$ cat config.mk
export PLATFORM = sky130hd
export DESIGN_NAME = divu_unit
export DESIGN_NICKNAME = d
export VERILOG_FILES = /design/src/rtl/divu_pkg.sv /design/src/rtl/divu_precheck.sv /design/src/rtl/divu_core.sv /design/src/rtl/divu_pack.sv /design/src/rtl/divu_unit.sv
export SDC_FILE = /design/constraint.sdc
export NUM_CORES = 1
export LEC_CHECK = 0
export BUFFER_PORTS_ARGS = -buffer_cell sky130_fd_sc_hd__buf_2
export CORE_MARGIN = 10
export CORE_UTILIZATION = 61
export CTS_CLUSTER_DIAMETER = 120
export CTS_CLUSTER_SIZE = 12
export DETAILED_ROUTE_END_ITERATION = 8
export MAX_ROUTING_LAYER = met4
export PLACE_DENSITY = 0.87
export SYNTH_ARGS = -nofsm -noshare
export SYNTH_HDL_FRONTEND = slang
export SYNTH_SLANG_ARGS = --single-unit
export TNS_END_PERCENT = 100
$ cat constraint.sdc
create_clock -name clk_i -period 6.53 [get_ports clk_i]
set_clock_uncertainty 0.2 [all_clocks]
set_input_delay 0.653 -clock clk_i [delete_from_list [all_inputs] [get_ports clk_i]]
set_output_delay 0.653 -clock clk_i [all_outputs]
set_load 0.01 [all_outputs]
$ cat src/rtl/divu_pkg.sv
package divu_pkg;
  typedef enum logic [1:0] {
    FORM_W16   = 2'b00,
    FORM_L32Q  = 2'b01,
    FORM_L64   = 2'b10,
    FORM_L32QR = 2'b11
  } divu_form_e;
endpackage

$ cat src/rtl/divu_precheck.sv
module divu_precheck
  import divu_pkg::*;
#(
  parameter int unsigned DATA_W = 32,
  localparam int unsigned HALF_W = DATA_W / 2,
  localparam int unsigned CNT_W  = $clog2(DATA_W + 1)
) (
  input  divu_form_e        form_i,
  input  logic [DATA_W-1:0] dq_i,
  input  logic [DATA_W-1:0] dr_i,
  input  logic [DATA_W-1:0] divisor_i,
  output logic              div_zero_o,
  output logic              ovf_o,
  output logic [DATA_W-1:0] rem_init_o,
  output logic [DATA_W-1:0] quo_init_o,
  output logic [DATA_W-1:0] div_eff_o,
  output logic [CNT_W-1:0]  iters_o
);
  always_comb begin
    unique case (form_i)
      FORM_W16: begin
        div_eff_o  = {{HALF_W{1'b0}}, divisor_i[HALF_W-1:0]};
        rem_init_o = {{HALF_W{1'b0}}, dq_i[DATA_W-1:HALF_W]};
        quo_init_o = {dq_i[HALF_W-1:0], {HALF_W{1'b0}}};
        iters_o    = CNT_W'(HALF_W);
        ovf_o      = dq_i[DATA_W-1:HALF_W] >= divisor_i[HALF_W-1:0];
      end
      FORM_L64: begin
        div_eff_o  = divisor_i;
        rem_init_o = dr_i;
        quo_init_o = dq_i;
        iters_o    = CNT_W'(DATA_W);
        ovf_o      = dr_i >= divisor_i;
      end
      default: begin
        div_eff_o  = divisor_i;
        rem_init_o = '0;
        quo_init_o = dq_i;
        iters_o    = CNT_W'(DATA_W);
        ovf_o      = 1'b0;
      end
    endcase
    div_zero_o = div_eff_o == '0;
  end
endmodule

$ cat src/rtl/divu_core.sv
module divu_core #(
  parameter int unsigned DATA_W = 32,
  localparam int unsigned CNT_W = $clog2(DATA_W + 1)
) (
  input  logic              clk_i,
  input  logic              rst_ni,
  input  logic              load_i,
  input  logic [DATA_W-1:0] rem_init_i,
  input  logic [DATA_W-1:0] quo_init_i,
  input  logic [DATA_W-1:0] div_i,
  input  logic [CNT_W-1:0]  iters_i,
  output logic              run_o,
  output logic              fin_o,
  output logic [DATA_W-1:0] quo_o,
  output logic [DATA_W-1:0] rem_o
);
  logic              run_q, fin_q;
  logic [CNT_W-1:0]  cnt_q;
  logic [DATA_W-1:0] rem_q, quo_q, div_q;
  logic [DATA_W:0]   shifted, diff;
  logic              q_bit;

  // restoring step: partial remainder stays below the divisor
  always_comb begin
    shifted = {rem_q, quo_q[DATA_W-1]};
    diff    = shifted - {1'b0, div_q};
    q_bit   = ~diff[DATA_W];
  end

  always_ff @(posedge clk_i or negedge rst_ni) begin
    if (!rst_ni) begin
      run_q <= 1'b0;
      fin_q <= 1'b0;
      cnt_q <= '0;
      rem_q <= '0;
      quo_q <= '0;
      div_q <= '0;
    end else if (load_i) begin
      run_q <= 1'b1;
      fin_q <= 1'b0;
      cnt_q <= iters_i;
      rem_q <= rem_init_i;
      quo_q <= quo_init_i;
      div_q <= div_i;
    end else if (run_q) begin
      rem_q <= q_bit ? diff[DATA_W-1:0] : shifted[DATA_W-1:0];
      quo_q <= {quo_q[DATA_W-2:0], q_bit};
      cnt_q <= cnt_q - CNT_W'(1);
      if (cnt_q == CNT_W'(1)) begin
        run_q <= 1'b0;
        fin_q <= 1'b1;
      end
    end else begin
      fin_q <= 1'b0;
    end
  end

  assign run_o = run_q;
  assign fin_o = fin_q;
  assign quo_o = quo_q;
  assign rem_o = rem_q;

  AST_REM_BELOW_DIV: assert property (@(posedge clk_i) disable iff (!rst_ni)
    run_q |-> rem_q < div_q);
  AST_FIN_ONE_CYCLE: assert property (@(posedge clk_i) disable iff (!rst_ni)
    fin_q |=> !fin_q);
endmodule

$ cat src/rtl/divu_pack.sv
module divu_pack
  import divu_pkg::*;
#(
  parameter int unsigned DATA_W = 32,
  localparam int unsigned HALF_W = DATA_W / 2
) (
  input  divu_form_e        form_i,
  input  logic              same_reg_i,
  input  logic              res_valid_i,
  input  logic              abort_valid_i,
  input  logic              trap_i,
  input  logic              ovf_i,
  input  logic [DATA_W-1:0] quo_i,
  input  logic [DATA_W-1:0] rem_i,
  output logic [DATA_W-1:0] dq_wdata_o,
  output logic              dq_we_o,
  output logic [DATA_W-1:0] dr_wdata_o,
  output logic              dr_we_o,
  output logic              flag_n_o,
  output logic              flag_z_o,
  output logic              flag_v_o,
  output logic              flag_c_o,
  output logic              dz_trap_o
);
  logic is_word, has_rem;

  always_comb begin
    is_word    = form_i == FORM_W16;
    has_rem    = (form_i == FORM_L64) || (form_i == FORM_L32QR);
    dq_wdata_o = is_word ? {rem_i[HALF_W-1:0], quo_i[HALF_W-1:0]} : quo_i;
    dr_wdata_o = rem_i;
    dq_we_o    = res_valid_i;
    // shared register: quotient wins
    dr_we_o    = res_valid_i && has_rem && !same_reg_i;
    flag_n_o   = res_valid_i && (is_word ? quo_i[HALF_W-1] : quo_i[DATA_W-1]);
    flag_z_o   = res_valid_i && (is_word ? (quo_i[HALF_W-1:0] == '0) : (quo_i == '0));
    flag_v_o   = abort_valid_i && ovf_i && !trap_i;
    flag_c_o   = 1'b0;
    dz_trap_o  = abort_valid_i && trap_i;
  end
endmodule

$ cat src/rtl/divu_unit.sv
module divu_unit
  import divu_pkg::*;
#(
  parameter int unsigned DATA_W = 32,
  localparam int unsigned CNT_W = $clog2(DATA_W + 1)
) (
  input  logic              clk_i,
  input  logic              rst_ni,
  input  logic              start_i,
  input  logic [1:0]        form_i,
  input  logic              same_reg_i,
  input  logic [DATA_W-1:0] dq_i,
  input  logic [DATA_W-1:0] dr_i,
  input  logic [DATA_W-1:0] divisor_i,
  output logic              busy_o,
  output logic              done_o,
  output logic [DATA_W-1:0] dq_wdata_o,
  output logic              dq_we_o,
  output logic [DATA_W-1:0] dr_wdata_o,
  output logic              dr_we_o,
  output logic              flag_n_o,
  output logic              flag_z_o,
  output logic              flag_v_o,
  output logic              flag_c_o,
  output logic              dz_trap_o
);
  divu_form_e        form_in, form_q;
  logic              same_q, trap_q, ovf_q, abort_q;
  logic              div_zero, ovf, accept, load;
  logic              core_run, core_fin;
  logic [DATA_W-1:0] rem_init, quo_init, div_eff, quo, rem;
  logic [CNT_W-1:0]  iters;

  assign form_in = divu_form_e'(form_i);

  divu_precheck #(.DATA_W(DATA_W)) u_chk (
    .form_i(form_in), .dq_i(dq_i), .dr_i(dr_i), .divisor_i(divisor_i),
    .div_zero_o(div_zero), .ovf_o(ovf), .rem_init_o(rem_init),
    .quo_init_o(quo_init), .div_eff_o(div_eff), .iters_o(iters)
  );

  assign busy_o = core_run | core_fin | abort_q;
  assign accept = start_i && !busy_o;
  assign load   = accept && !div_zero && !ovf;

  always_ff @(posedge clk_i or negedge rst_ni) begin
    if (!rst_ni) begin
      form_q  <= FORM_W16;
      same_q  <= 1'b0;
      trap_q  <= 1'b0;
      ovf_q   <= 1'b0;
      abort_q <= 1'b0;
    end else begin
      abort_q <= accept && (div_zero || ovf);
      if (accept) begin
        form_q <= form_in;
        same_q <= same_reg_i;
        trap_q <= div_zero;
        ovf_q  <= ovf;
      end
    end
  end

  divu_core #(.DATA_W(DATA_W)) u_core (
    .clk_i(clk_i), .rst_ni(rst_ni), .load_i(load),
    .rem_init_i(rem_init), .quo_init_i(quo_init), .div_i(div_eff),
    .iters_i(iters), .run_o(core_run), .fin_o(core_fin),
    .quo_o(quo), .rem_o(rem)
  );

  assign done_o = core_fin | abort_q;

  divu_pack #(.DATA_W(DATA_W)) u_pack (
    .form_i(form_q), .same_reg_i(same_q), .res_valid_i(core_fin),
    .abort_valid_i(abort_q), .trap_i(trap_q), .ovf_i(ovf_q),
    .quo_i(quo), .rem_i(rem),
    .dq_wdata_o(dq_wdata_o), .dq_we_o(dq_we_o),
    .dr_wdata_o(dr_wdata_o), .dr_we_o(dr_we_o),
    .flag_n_o(flag_n_o), .flag_z_o(flag_z_o), .flag_v_o(flag_v_o),
    .flag_c_o(flag_c_o), .dz_trap_o(dz_trap_o)
  );

  AST_ZERO_TRAPS: assert property (@(posedge clk_i) disable iff (!rst_ni)
    accept && div_zero |=> dz_trap_o && done_o);
  AST_TRAP_NO_WRITE: assert property (@(posedge clk_i) disable iff (!rst_ni)
    dz_trap_o |-> !dq_we_o && !dr_we_o && !flag_v_o);
  AST_NO_OVERFLOW_WRITE: assert property (@(posedge clk_i) disable iff (!rst_ni)
    flag_v_o |-> !dq_we_o && !dr_we_o && !flag_n_o && !flag_z_o);
  AST_OVF_EARLY: assert property (@(posedge clk_i) disable iff (!rst_ni)
    accept && ovf && !div_zero |=> flag_v_o && done_o);
  AST_BUSY_HOLD: assert property (@(posedge clk_i) disable iff (!rst_ni)
    busy_o && !done_o |=> busy_o);
  AST_SHARED_REG: assert property (@(posedge clk_i) disable iff (!rst_ni)
    accept && same_reg_i |=> !dr_we_o);
endmodule

==> summary.md <==
| Metric | Value |
|---|---|
| Tcrit/Tclk final | `66.5%` |
| Clock Sinks | `110` |
| Worst EP arrival | `4350 ps` |
| Number of synthesized flops with an enable pin | `0` |
| Multiplexer area fraction after synthesis | `6.60%` |
| RSZ-0062 raised after global routing | `no` |
| Post-synthesis simple-gate area fraction | `16.7%` |
| Rel. slew slack | `23.3%` |
| Cell area after layout | `9820 µm²` |
| Crit Path Max Fanout | `16` |
| Peak VDD IR | `0.334 mV` |
| Post-synth top cells | `nand2_1, dfrtp_1, ha_1, inv_1, a21oi_1` |
| Crit end category | `register` |
| First-pass DRT Iterations | `6` |
| Die area | `19300 µm²` |
| GRT overflow | `0` |
| Clk root buf | `clkbuf_16` |
| Status | `finished, final reports clean` |
| Proportion of layout cells with a drive suffix above 1 | `20.8%` |
| Internal power | `3020 µW` |
| CTS Hold Bufs | `0` |
| Top cells by area, synth | `dfrtp_1, ha_1, nand2_1, mux2i_1, a221o_1` |
| Cells after synthesis | `996` |
| Synth async-reset ratio | `100%` |
| Post-CTS setup buffer count | `0` |
| CTS buffer count | `9` |
| ANT nets after route | `0` |
| Combinational power share | `66.6%` |
| Flop and latch count out of synthesis | `110` |
| Worst-skew pair later-pin latency | `370 ps` |
| Area Growth Syn to Fin | `13.5%` |
| Longest Clk Path Bufs | `2` |
| DIE WIDTH | `139 µm` |
| NetSw | `2930 µW` |
| Routed vias | `8508` |
| Wire per inst | `22.1 µm` |
| Final hold slack | `101 ps` |
| All-Layer GR Usage | `29.4%` |
| H-tree depth | `3` |
| Critical path required time | `6530 ps` |
| Post-Route WL | `28900 µm` |
| Post-CTS sizing | `0` |
| PortBufs | `173` |
| GP Congestion | `1.00` |
| Worst Setup Start Kind | `register` |
| Number of DRC markers in iteration 0 | `1029` |
| Largest area contributor in the netlist | `dfrtp_1` |
| Crit Path Category | `reg2reg` |
| Ports | `175` |
| Core Util, Final | `70.7%` |
| Largest family of logic cells by synthesized area | `compound AO/OA/AOI/OAI gates` |
| DRT met1 WL | `11900 µm` |
| Maximum clock rate | `230 MHz` |
| Clock Pin Slew Worst Setup and Hold Paths | `80 ps` |
| First-pass GRT wire length | `45300 µm` |
| Dominant synthesized flop cell | `dfrtp_1` |
| Vias per Instance | `6.49` |
| Max Cap Violations | `0` |
| Met2 wire length | `13000 µm` |
| Synth warn | `0` |
| DRC viols | `0` |
| Post-Synth Adder-Cell Area | `12.1%` |
| Count of final hold-check violations | `0` |
| Vias in the first global route | `8300` |
| Period minus WS final | `4350 ps` |
| Met3 Routed Length | `3150 µm` |
| Initial antenna violation count | `2` |
| Cell row count | `43` |
| Count leader, synth | `nand2_1` |
| Leak | `0.00503 µW` |
| Starting Density | `62.3%` |
| Hold crit path type | `in2async` |
| Largest net degree at the start of global routing | `83` |
| Power Dens Cells | `607 nW/µm²` |
| Tightest Pin Transition | `1150 ps` |
| Clock power share | `9.5%` |
| Synth Cell Area | `8650 µm²` |
| Syn Area/Cell | `8.68 µm²` |
| Share of power burned in registers | `23.8%` |
| Core ar. | `13900 µm²` |
| Post-DP HPWL | `22100 µm` |
| Synth top area share | `31.8%` |
| Final setup violation count | `0` |
| Top Layer Used | `met4` |
| Final slew viol count | `0` |
| Placed Area | `9510 µm²` |
| Sequential fraction of the synthesis area | `31.8%` |
| Synth Area in Compound Gates | `22.2%` |
| Syn_nets | `1181` |
| Die Y | `139 µm` |
| Post-synthesis cell type count | `58` |
| CTS tree | `built` |
| Sw Ratio | `49.3%` |
| XOR/XNOR share of the synthesized area | `3.14%` |
| Setup total negative slack | `0 ps` |
| Nets | `1308` |
worst max-delay path, stage by stage, from the launching register on:
cell and delay [ps]:
dfrtp_1 420, inv_1 70, ha_1 230, fa_1 420, nor2b_1 210, o211ai_2 150, a211oi_1 250, or3b_1 310
a2111oi_2 150, or3_4 430, o211ai_4 650, buf_4 320, mux2i_1 220, o221ai_1 140
layer usage:
metal  GRT usage [%]  vias up
met1            38.9     4027
met3            5.99       59
li1                -     3864
met2            44.0      558
met5               -        -
met4            9.61        0
stage by stage:
| stage | power [µW] | std cells | setup slack, ps |
|---|---|---|---|
| CTS | 5850 | 1308 | 2280 |
| global route | 6360 | 1310 | 1990 |
| global placement | 5160 | 1292 | 2260 |
| finish | 5960 | 1310 | 2180 |
| detailed placement | 5260 | 1292 | 2180 |
| floorplan | 4230 | 996 | 3190 |
registers in the layout (all words and copies together), names as in the netlist, 2 cells and up:
| signal | cells |
|---|---|
| u_core.cnt_q | 6 |
| form_q | 2 |
| u_core.div_q | 32 |
| u_core.rem_o | 32 |
| u_core.quo_o | 32 |
layout by cell type (no fill, tap or decap), types with 12 or more instances in the layout:
master | synthesis | final
buf_2 | 0 | 172
nand2_1 | 126 | 125
dfrtp_1 | 110 | 110
ha_1 | 82 | 82
inv_1 | 80 | 80
a21oi_1 | 65 | 64
mux2i_1 | 39 | 39
o21ai_0 | 38 | 38
a21o_1 | 37 | 37
a221o_1 | 37 | 37
nor2_1 | 34 | 33
nand3_1 | 23 | 23
and2_1 | 21 | 21
xnor2_1 | 19 | 19
nor4_1 | 17 | 17
o31ai_1 | 17 | 17
o221ai_1 | 17 | 17
mux2_2 | 16 | 16
nand4_1 | 14 | 14
nor3_1 | 14 | 14
and3_1 | 13 | 13
xor2_1 | 12 | 12
buf_4 | 19 | 12
power by group through the flow:
stage	registers (µW)	clock network, µW	logic, µW
2_1_floorplan	1320	0	2910
3_3_place_gp	1390	0	3770
3_5_place_dp	1410	0	3850
4_1_cts	1400	572	3880
5_1_grt	1450	593	4310
6_report	1420	568	3970
area by class of cell:
cell class / instances / area [µm²]
Sequential cell: 110 / 2750
Fill cell: 1129 / 4060
Clock inverter: 6 / 65.1
Tap cell: 180 / 225
Inverter: 80 / 300
Multi-Input combinational cell: 738 / 5280
Antenna cell: 2 / 5.00
Clock buffer: 10 / 239
Timing Repair Buffer: 184 / 951
path summary, 6_finish.rpt:
kind / start / to / slack [ps] / cells after the start
max in group asynchronous: rst_ni / u_core.rem_o[29] / 4750 / 2
min in group clk_i: same_reg_i / same_q / 270 / 3
max: u_core.quo_o[31] / u_core.rem_o[29] / 2180 / 13
min: rst_ni / u_core.quo_o[2] / 100 / 1
max reg2reg: u_core.quo_o[31] / u_core.rem_o[29] / 2180 / 13
min reg2reg: u_core.div_q[21] / u_core.div_q[21] / 280 / 2
cells by family after synthesis:
| family | after synthesis |
|---|---|
| simple gates | 299 |
| compound gates | 269 |
| buf+inv | 148 |
| flops | 110 |
| fa+ha+maj | 83 |
| mux | 55 |
| xor+xnor | 31 |
| other cells | 1 |
(Power assumes the default switching activity.)
